[src/rtl/hilo_pkg.sv]
`timescale 1ns/1ps
package hilo_pkg;

   typedef enum logic [3:0] {
      HL_MUL   = 4'd0,
      HL_MADD  = 4'd1,
      HL_MSUB  = 4'd2,
      HL_DIV   = 4'd3,
      HL_MULLO = 4'd4,
      HL_RDHI  = 4'd5,
      HL_RDLO  = 4'd6,
      HL_WRHI  = 4'd7,
      HL_WRLO  = 4'd8
   } hl_op_e;

   function automatic logic hl_is_read(input logic [3:0] code);
      return (code == HL_RDHI) || (code == HL_RDLO);
   endfunction

endpackage

[src/rtl/hilo_mul.sv]
`timescale 1ns/1ps
module hilo_mul #(
   parameter int W    = 32,
   parameter int IMPL = 0
) (
   input  logic [W-1:0]   a,
   input  logic [W-1:0]   b,
   input  logic           sgn,
   output logic [2*W-1:0] prod
);
   localparam int PW = 2 * W;

   logic [PW-1:0] xa;
   logic [PW-1:0] xb;

   // sign- or zero-extend to full width; the low PW bits of the product
   // are then correct for both interpretations
   assign xa = {{W{sgn & a[W-1]}}, a};
   assign xb = {{W{sgn & b[W-1]}}, b};

   if (IMPL == 0) begin : g_op
      assign prod = xa * xb;
   end else begin : g_arr
      logic [PW-1:0] acc [0:PW];
      assign acc[0] = '0;
      for (genvar i = 0; i < PW; i++) begin : g_row
         assign acc[i+1] = acc[i] + (xa[i] ? (xb << i) : '0);
      end
      assign prod = acc[PW];
   end

endmodule

[src/rtl/hilo_div.sv]
`timescale 1ns/1ps
module hilo_div #(
   parameter int W    = 32,
   parameter int STEP = 1
) (
   input  logic         clk,
   input  logic         rst_n,
   input  logic         start,
   input  logic         sgn,
   input  logic [W-1:0] dvd,
   input  logic [W-1:0] dvs,
   output logic         busy,
   output logic         done,
   output logic [W-1:0] quo,
   output logic [W-1:0] rem
);
   localparam int CYC = W / STEP;
   localparam int CW  = $clog2(CYC + 1);

   logic [W-1:0]  r_q;
   logic [W-1:0]  q_q;
   logic [W-1:0]  d_q;
   logic [CW-1:0] cnt_q;
   logic          busy_q;
   logic          negq_q;
   logic          negr_q;

   logic [W-1:0]  mag_a;
   logic [W-1:0]  mag_b;

   assign mag_a = (sgn && dvd[W-1]) ? -dvd : dvd;
   assign mag_b = (sgn && dvs[W-1]) ? -dvs : dvs;

   // restoring steps chained STEP deep per cycle
   logic [W-1:0] r_ch [0:STEP];
   logic [W-1:0] q_ch [0:STEP];

   assign r_ch[0] = r_q;
   assign q_ch[0] = q_q;

   for (genvar k = 0; k < STEP; k++) begin : g_step
      logic [W:0]   sh;
      logic         ge;
      logic [W-1:0] sub;
      assign sh  = {r_ch[k], q_ch[k][W-1]};
      assign ge  = (sh >= {1'b0, d_q});
      assign sub = sh[W-1:0] - d_q;
      assign r_ch[k+1] = ge ? sub : sh[W-1:0];
      assign q_ch[k+1] = {q_ch[k][W-2:0], ge};
   end

   assign busy = busy_q;
   assign done = busy_q && (cnt_q == CW'(1));
   assign quo  = negq_q ? -q_ch[STEP] : q_ch[STEP];
   assign rem  = negr_q ? -r_ch[STEP] : r_ch[STEP];

   always_ff @(posedge clk or negedge rst_n) begin
      if (!rst_n) begin
         busy_q <= 1'b0;
         cnt_q  <= '0;
         r_q    <= '0;
         q_q    <= '0;
         d_q    <= '0;
         negq_q <= 1'b0;
         negr_q <= 1'b0;
      end else if (start) begin
         busy_q <= 1'b1;
         cnt_q  <= CW'(CYC);
         r_q    <= '0;
         q_q    <= mag_a;
         d_q    <= mag_b;
         negq_q <= sgn & (dvd[W-1] ^ dvs[W-1]);
         negr_q <= sgn & dvd[W-1];
      end else if (busy_q) begin
         r_q   <= r_ch[STEP];
         q_q   <= q_ch[STEP];
         cnt_q <= cnt_q - CW'(1);
         if (done) busy_q <= 1'b0;
      end
   end

endmodule

[src/rtl/hilo_muldiv.sv]
`timescale 1ns/1ps
module hilo_muldiv
   import hilo_pkg::*;
#(
   parameter int DATA_W   = 32,
   parameter int DIV_STEP = 1,
   parameter int MUL_IMPL = 0
) (
   input  logic              clk,
   input  logic              rst_n,
   input  logic              op_valid,
   input  logic [3:0]        op_code,
   input  logic              op_signed,
   input  logic [DATA_W-1:0] opnd_a,
   input  logic [DATA_W-1:0] opnd_b,
   output logic              busy,
   output logic              rd_valid,
   output logic [DATA_W-1:0] rd_data
);
   localparam int PW      = 2 * DATA_W;
   localparam int DIV_CYC = DATA_W / DIV_STEP;

   if (DATA_W < 4) begin : g_bad_width
      $error("hilo_muldiv: DATA_W must be at least 4");
   end
   if (DIV_STEP < 1 || (DATA_W % DIV_STEP) != 0) begin : g_bad_step
      $error("hilo_muldiv: DIV_STEP must divide DATA_W");
   end
   if (MUL_IMPL != 0 && MUL_IMPL != 1) begin : g_bad_impl
      $error("hilo_muldiv: MUL_IMPL must be 0 or 1");
   end

   logic [DATA_W-1:0] hi_q;
   logic [DATA_W-1:0] lo_q;
   logic              rd_valid_q;
   logic [DATA_W-1:0] rd_data_q;
   logic              pend_q;
   logic              pend_hi_q;

   logic [PW-1:0]     prod;
   logic              div_busy;
   logic              div_done;
   logic [DATA_W-1:0] div_quo;
   logic [DATA_W-1:0] div_rem;

   logic              acc;
   logic              rd_during_busy;
   logic              hold_hit;
   logic              hold_hi;
   logic [PW-1:0]     pair;
   logic [PW-1:0]     pair_add;
   logic [PW-1:0]     pair_sub;

   hilo_mul #(.W(DATA_W), .IMPL(MUL_IMPL)) u_mul (
      .a    (opnd_a),
      .b    (opnd_b),
      .sgn  (op_signed),
      .prod (prod)
   );

   hilo_div #(.W(DATA_W), .STEP(DIV_STEP)) u_div (
      .clk   (clk),
      .rst_n (rst_n),
      .start (acc && (op_code == HL_DIV)),
      .sgn   (op_signed),
      .dvd   (opnd_a),
      .dvs   (opnd_b),
      .busy  (div_busy),
      .done  (div_done),
      .quo   (div_quo),
      .rem   (div_rem)
   );

   assign acc            = op_valid && !div_busy;
   assign rd_during_busy = op_valid && div_busy && hl_is_read(op_code);
   assign hold_hit       = div_done && (pend_q || rd_during_busy);
   assign hold_hi        = pend_q ? pend_hi_q : (op_code == HL_RDHI);

   assign pair     = {hi_q, lo_q};
   assign pair_add = pair + prod;
   assign pair_sub = pair - prod;

   // result pair
   always_ff @(posedge clk or negedge rst_n) begin
      if (!rst_n) begin
         hi_q <= '0;
         lo_q <= '0;
      end else if (div_done) begin
         hi_q <= div_rem;
         lo_q <= div_quo;
      end else if (acc) begin
         case (op_code)
            HL_MUL:  {hi_q, lo_q} <= prod;
            HL_MADD: {hi_q, lo_q} <= pair_add;
            HL_MSUB: {hi_q, lo_q} <= pair_sub;
            HL_WRHI: hi_q <= opnd_a;
            HL_WRLO: lo_q <= opnd_a;
            default: ;
         endcase
      end
   end

   // parked read while dividing
   always_ff @(posedge clk or negedge rst_n) begin
      if (!rst_n) begin
         pend_q    <= 1'b0;
         pend_hi_q <= 1'b0;
      end else if (div_done) begin
         pend_q    <= 1'b0;
      end else if (rd_during_busy && !pend_q) begin
         pend_q    <= 1'b1;
         pend_hi_q <= (op_code == HL_RDHI);
      end
   end

   // read-back port
   always_ff @(posedge clk or negedge rst_n) begin
      if (!rst_n) begin
         rd_valid_q <= 1'b0;
         rd_data_q  <= '0;
      end else begin
         rd_valid_q <= 1'b0;
         if (hold_hit) begin
            rd_valid_q <= 1'b1;
            rd_data_q  <= hold_hi ? div_rem : div_quo;
         end else if (acc) begin
            case (op_code)
               HL_MULLO: begin
                  rd_valid_q <= 1'b1;
                  rd_data_q  <= prod[DATA_W-1:0];
               end
               HL_RDHI: begin
                  rd_valid_q <= 1'b1;
                  rd_data_q  <= hi_q;
               end
               HL_RDLO: begin
                  rd_valid_q <= 1'b1;
                  rd_data_q  <= lo_q;
               end
               default: ;
            endcase
         end
      end
   end

   assign busy     = div_busy;
   assign rd_valid = rd_valid_q;
   assign rd_data  = rd_data_q;

endmodule

[config.mk]
export PLATFORM = sky130hd
export DESIGN_NAME = hilo_muldiv
export DESIGN_NICKNAME = d
export VERILOG_FILES = /design/src/rtl/hilo_pkg.sv /design/src/rtl/hilo_mul.sv /design/src/rtl/hilo_div.sv /design/src/rtl/hilo_muldiv.sv
export SDC_FILE = /design/constraint.sdc
export NUM_CORES = 2
export LEC_CHECK = 0
export BUFFER_PORTS_ARGS = -buffer_cell sky130_fd_sc_hd__buf_2
export CAP_MARGIN = 10
export CORE_MARGIN = 2
export CORE_UTILIZATION = 60
export CTS_CLUSTER_SIZE = 24
export DETAILED_ROUTE_END_ITERATION = 8
export PLACE_DENSITY = 0.81
export SLEW_MARGIN = 20
export SYNTH_ARGS = -nofsm -noshare
export SYNTH_HDL_FRONTEND = slang
export SYNTH_SLANG_ARGS = --single-unit
[constraint.sdc]
create_clock -name clk -period 5.7 [get_ports clk]
set_input_delay 0.285 -clock clk [delete_from_list [all_inputs] [get_ports clk]]
set_output_delay 0.285 -clock clk [all_outputs]
set_load 0.05 [all_outputs]
== Word level (Yosys, flattened, before mapping) ==
Index checks and enable logic that the tools add are counted.

* Logic and storage cells: 93
* Register bits after elaboration: 204

* Equality and inequality tests: 9
* Bitwise operators: 5
* Order comparisons: 1
* Multiply operators: 1
* Reductions and logical operators: 26
* Multiplexer cells: 30
* Add/subtract/negate cells: 8

{| class="wikitable"
|+ Operators by type and width
! cell !! count
|-
| two-way mux 32 bit || 16
|-
| one-hot mux 32 bit (4 select lines) || 2
|-
| negation 32 bit || 4
|-
| one-hot mux 32 bit (3 select lines) || 1
|-
| adder 64 bit || 1
|-
| multiplier 33 x 33 -> 64 bit || 1
|-
| subtractor 64 bit || 1
|-
| >= comparator 33 x 32 -> 1 bit || 1
|-
| subtractor 32 bit || 1
|-
| == test 4 x 3 -> 1 bit, second input constant || 4
|-
| two-way mux 6 bit || 2
|-
| nonzero test 5 bit || 2
|-
| logical AND 1 bit || 9
|-
| two-way mux 1 bit || 9
|-
| == test 4 x 2 -> 1 bit, second input constant || 2
|-
| AND reduction 2 bit || 4
|-
| nonzero test 2 bit || 4
|-
| == test 6 x 1 -> 1 bit, second input constant || 1
|-
| subtractor 6 x 1 -> 6 bit, second input constant || 1
|-
| == test 4 x 1 -> 1 bit, second input constant || 1
|-
| == test 4 bit, second input constant || 1
|-
| logical NOT 4 bit || 1
|-
| nonzero test 4 bit || 1
|-
| bitwise AND 1 bit || 3
|-
| 5 further kinds || 7
|}

== Logic depth before layout (Yosys ltp) ==
* Word-level depth: 7
* Depth in mapped cells: 46
* Depth with buffers taken out: 43

== Cells and area by module ==
From an unflattened synthesis, not the netlist that was laid out.

* Cell total of the unflattened synthesis: 7,490
* Area, all modules: 62,373.6 µm²

{| class="wikitable"
|+ Modules (own cells, without submodules)
! module !! seq. area each (µm²) !! times used !! area an instance (µm²) !! cells an instance
|-
| hilo_mul || 0.0 || 1 || 37,785.0 || 4,143
|-
| hilo_muldiv || 2,477.4 || 1 || 14,772.9 || 2,088
|-
| hilo_div || 2,627.5 || 1 || 9,815.7 || 1,259
|}

== Worst setup path after synthesis ==
Ideal clock, no wire load.

* Path type: input -> register
* Start point: input port opnd_b[6]
* End point: register hi_q[30]
* Path buffers: 4
* Required time: 5.566 ns
* Library setup time: 0.134 ns
* Cell stages on the path: 44
* Path slack: -4.882 ns
* Arrival time: 10.448 ns
* Cells stage by stage: clkbuf_1 -> buf_1 -> nand2_1 -> fa_1 -> inv_1 -> fa_1 -> fa_1 -> inv_1 -> fa_1 -> inv_1 -> fa_1 -> fa_1 -> fa_1 -> inv_1 -> fa_1 -> inv_1 -> ha_1 -> clkbuf_1 -> [... 8 more ...] -> a21o_1 -> a21oi_1 -> xor2_1 -> inv_1 -> ha_1 -> clkbuf_1 -> nand2_1 -> or3_1 -> or3_1 -> o22ai_1 -> nor3_1 -> o21ai_1 -> a311oi_2 -> o31ai_1 -> a221oi_1 -> xnor2_1 -> a221oi_1 -> o21ai_0

* Longest elaborated chain between the ends: 5

{| class="wikitable"
|+ RTL lines
! what !! RTL line !! RTL
|-
| start: declaration || hilo_muldiv.sv:15 || <nowiki>input logic [DATA_W-1:0] opnd_b,</nowiki>
|-
| multiplier 33 x 33 -> 64 bit * || hilo_mul.sv:22 || <nowiki>assign prod = xa * xb;</nowiki>
|-
| subtractor 64 bit / adder 64 bit (equally long branches) || hilo_muldiv.sv:81, hilo_muldiv.sv:80 ||
|-
| one-hot mux 32 bit (4 select lines) * || hilo_muldiv.sv:92 || <nowiki>case (op_code)</nowiki>
|-
| two-way mux 32 bit * || hilo_muldiv.sv:91 || <nowiki>end else if (acc) begin</nowiki>
|-
| two-way mux 32 bit * || hilo_muldiv.sv:88 || <nowiki>end else if (div_done) begin</nowiki>
|-
| end signal: assignment || hilo_muldiv.sv:89 || <nowiki>hi_q <= div_rem;</nowiki>
|-
| end signal: assignment || hilo_muldiv.sv:93 || <nowiki>HL_MUL: {hi_q, lo_q} <= prod;</nowiki>
|-
| end signal: assignment || hilo_muldiv.sv:94 || <nowiki>HL_MADD: {hi_q, lo_q} <= pair_add;</nowiki>
|-
| end: declaration || hilo_muldiv.sv:33 || <nowiki>logic [DATA_W-1:0] hi_q;</nowiki>
|}

Every way passes the cells marked *; elsewhere a longest branch is shown, timed or not. The select of a mux whose other input is x is not followed.
A chain may end at the register's enable or synchronous reset.

== Worst setup path in the final report ==
* Start point: input port opnd_b[3]
* End point: register hi_q[30]

Same word-level chain as after synthesis.

==> run summary <==
Slew Limit Headroom: 0.255
Cell with the largest stage delay on the worst path: fa_1
Root Buffer: clkbuf_16
Number of port buffers: 105
Layout net count: 9787
Tcrit/Tclk final: 1.82
Area Growth Syn to Fin: 30.0%
Status: finished with violations
Least-Margin Pin Slew: 1.12 ns
GRT Util Overall: 0.486
Post-DP HPWL: 195000 um
GP Congestion: 1.06
Layout cells sized above 1: 0.279
Initial drt markers: 7162
Core Area: 100000 um2
Setup ws final: -4.67 ns
Mapped Cells: 7213
Die H: 321 um
Final Hold Viols: 0
Grt ovf: 0
H-tree level count: 1
Initial antenna violation count: 40
Clock-pin slew on the worst setup and hold paths: 0.07 ns
Pre-CTS setup slack: -5.09 ns
Area occupied by multi-input gates: 53700 um2
RSZ-0062 raised after global routing: true
Worst EP required: 6.14 ns
Startpoint types: primary input
Crit path DAT: 10.80 ns
Die X-Extent: 321 um
Final setup vio count: 80
Initial core utilization: 0.605
HP Class: primary input to flop
Worst-skew pair later-pin latency: 0.58 ns
Seq/Total Area, Yosys: 0.0844
Via Count: 61100
CP bufs+invs: 9
Post-synth EDFFs: 0
Worst Path Max Fanout: 13
Detailed-route wire length: 262000 um
Rows: 116
Crit. End Element: flop
Synth Flop Type: dfrtp_1
CTS tree: done
Post-DR wirelength/cell: 27.5 um
Mapped Area: 60500 um2
Final ANT Viol Nets: 0
Setup Skew: 0.0210 ns
Die ar.: 103000 um2
CP peak stage delay: 0.94 ns
Yosys warns: 0
Pin count of the biggest net entering global routing: 117
F_max: 0.0964 GHz
# Max-Cap Violations: 0
Mapped Avg Cell Area: 8.38 um2
Clock tree buffer depth: 3
First-pass GRT wire length: 377000 um
Num CTS Buffers: 26
Asr flop ratio synth: 1.00
Clk sinks: 204
Synth Register Bits: 204
Failing checks: negative setup slack
Worst Path Class, Setup: primary input to flop
Fillcell total: 6330
FF/Latch Area: 5110 um2
Final Slew Violations: 0
Fin util: 0.786
Post-synthesis net count: 8793
DR pass1 iterations: 9
Residual DRC: 0
Via/cell ratio: 6.40
Yosys cell types: 98
CP dominant cell by count: fa_1
IO Pins: 106
Final Critical Period: 10.37 ns
CP top delay family: adder cells
Vias in the first global route: 64200
-- path summary, 6_finish.rpt --
check / from / end / slack [ns] / depth (start not counted)
setup / recovery: opnd_b[3] / hi_q[30] / -4.67 / 42
hold / removal: op_valid / pend_q / 0.12 / 3
setup reg to reg: u_div.r_q[13] / hi_q[24] / 0.39 / 17
hold reg to reg: u_div.d_q[27] / u_div.d_q[27] / 0.49 / 2
max in group asynchronous: rst_n / rd_data[21] / 4.11 / 3
min in group asynchronous: rst_n / u_div.d_q[2] / 0.38 / 2
-- cell type report --
type / instances / area share
Clock buffer: 32 / 0.00934
Clock inverter: 16 / 0.00217
Timing Repair Buffer: 1421 / 0.157
Multi-Input combinational cell: 5262 / 0.683
Sequential cell: 204 / 0.0650
Inverter: 1292 / 0.0622
Tap cell: 1298 / 0.0207
Antenna cell: 20 / 0.000637
-- sequential cells by signal (all words and copies together), names as in the netlist --
name,flops
u_div.d_q,32
pend_hi_q,1
lo_q,32
u_div.r_q,32
u_div.q_q,32
u_div.busy,1
rd_valid,1
hi_q,32
u_div.cnt_q,6
rd_data,32
u_div.negr_q,1
pend_q,1
u_div.negq_q,1
-- through the flow --
stage          cells  TNS [ns]  hold WS (ns)  instance area [um2]
3_3_place_gp    9315   -246.41         0.381                71100
5_1_grt         9533   -244.72         0.145                78600
6_report        9545   -243.14         0.124                78600
2_1_floorplan   7213   -165.12       -0.0106                62200
3_5_place_dp    9315   -256.48         0.392                71100
4_1_cts         9474   -174.93         0.107                76100
-- layout by cell type (no fill, tap or decap), types with 31 or more instances in the layout --
master	instances
a21oi_4	31
buf_4	1081
buf_6	186
a21oi_1	232
ha_1	283
nand3_1	66
a22oi_1	46
a21oi_2	96
nor2_1	252
and2_4	38
and2_1	342
o21bai_1	49
nand2_1	939
dfrtp_1	203
xnor2_1	127
nor3_1	52
fa_2	55
ha_4	87
o31ai_1	31
a21o_1	61
buf_2	58
nand2b_1	41
inv_1	1193
a221o_1	33
o21ai_1	93
and3_1	33
o21ai_2	36
fa_1	1073
o21ai_0	241
inv_2	83
xor2_1	96
buf_12	55
nand4_1	34
mux2i_1	58
o211ai_1	46
-- cell usage after synthesis (62+ instances only) --
library cell     n  share of area
inv_1         1292          0.080
fa_1          1128           0.37
nand2_1        977          0.061
and2_1         380          0.039
ha_1           380          0.079
clkbuf_1       372          0.023
o21ai_0        368          0.030
a21oi_1        359          0.030
nor2_1         291          0.018
dfrtp_1        204          0.084
xnor2_1        147          0.021
xor2_1         102          0.015
nand3_1         82         0.0068
nor3_1          70         0.0058
buf_1           66         0.0041
a21o_1          62         0.0077
-- what timing repair did --
item                                   CTS  global route
hold buffers                             1             0
gates cloned                             5             3
setup endpoints to repair               77            78
setup buffers                          110            67
endpoints found under the hold margin   88             0
pin swaps                              317           392
resized for setup                      761           484
-- routing by layer --
metal,share of wire,global-route usage,vias up
met1,0.33,0.558,29700
met3,0.12,0.134,1773
li1,-,-,25000
met2,0.44,0.760,4496
met5,0.0028,0,-
met4,0.11,0.398,56
-- cells by family (layout without fill, tap and decap cells) --
group / count (synthesis) / in the layout / share of synthesized area
compound gates: 1401 / 1401 / 0.151
xor+xnor: 250 / 250 / 0.0365
fa+ha+maj: 1509 / 1509 / 0.452
buf+inv: 1747 / 2761 / 0.109
flops: 204 / 204 / 0.0844
mux: 60 / 60 / 0.00997
other cells: 0 / 20 / 0
simple gates: 2042 / 2042 / 0.157
-- worst min-delay path, stage by stage --
cell	delay [ns]
buf_2	0.17
a31oi_1	0.15
nor2_1	0.05
Power is left out: the tool's default activity adds up to more than one toggle a clock period on the data nets, which glitch-free logic cannot reach.
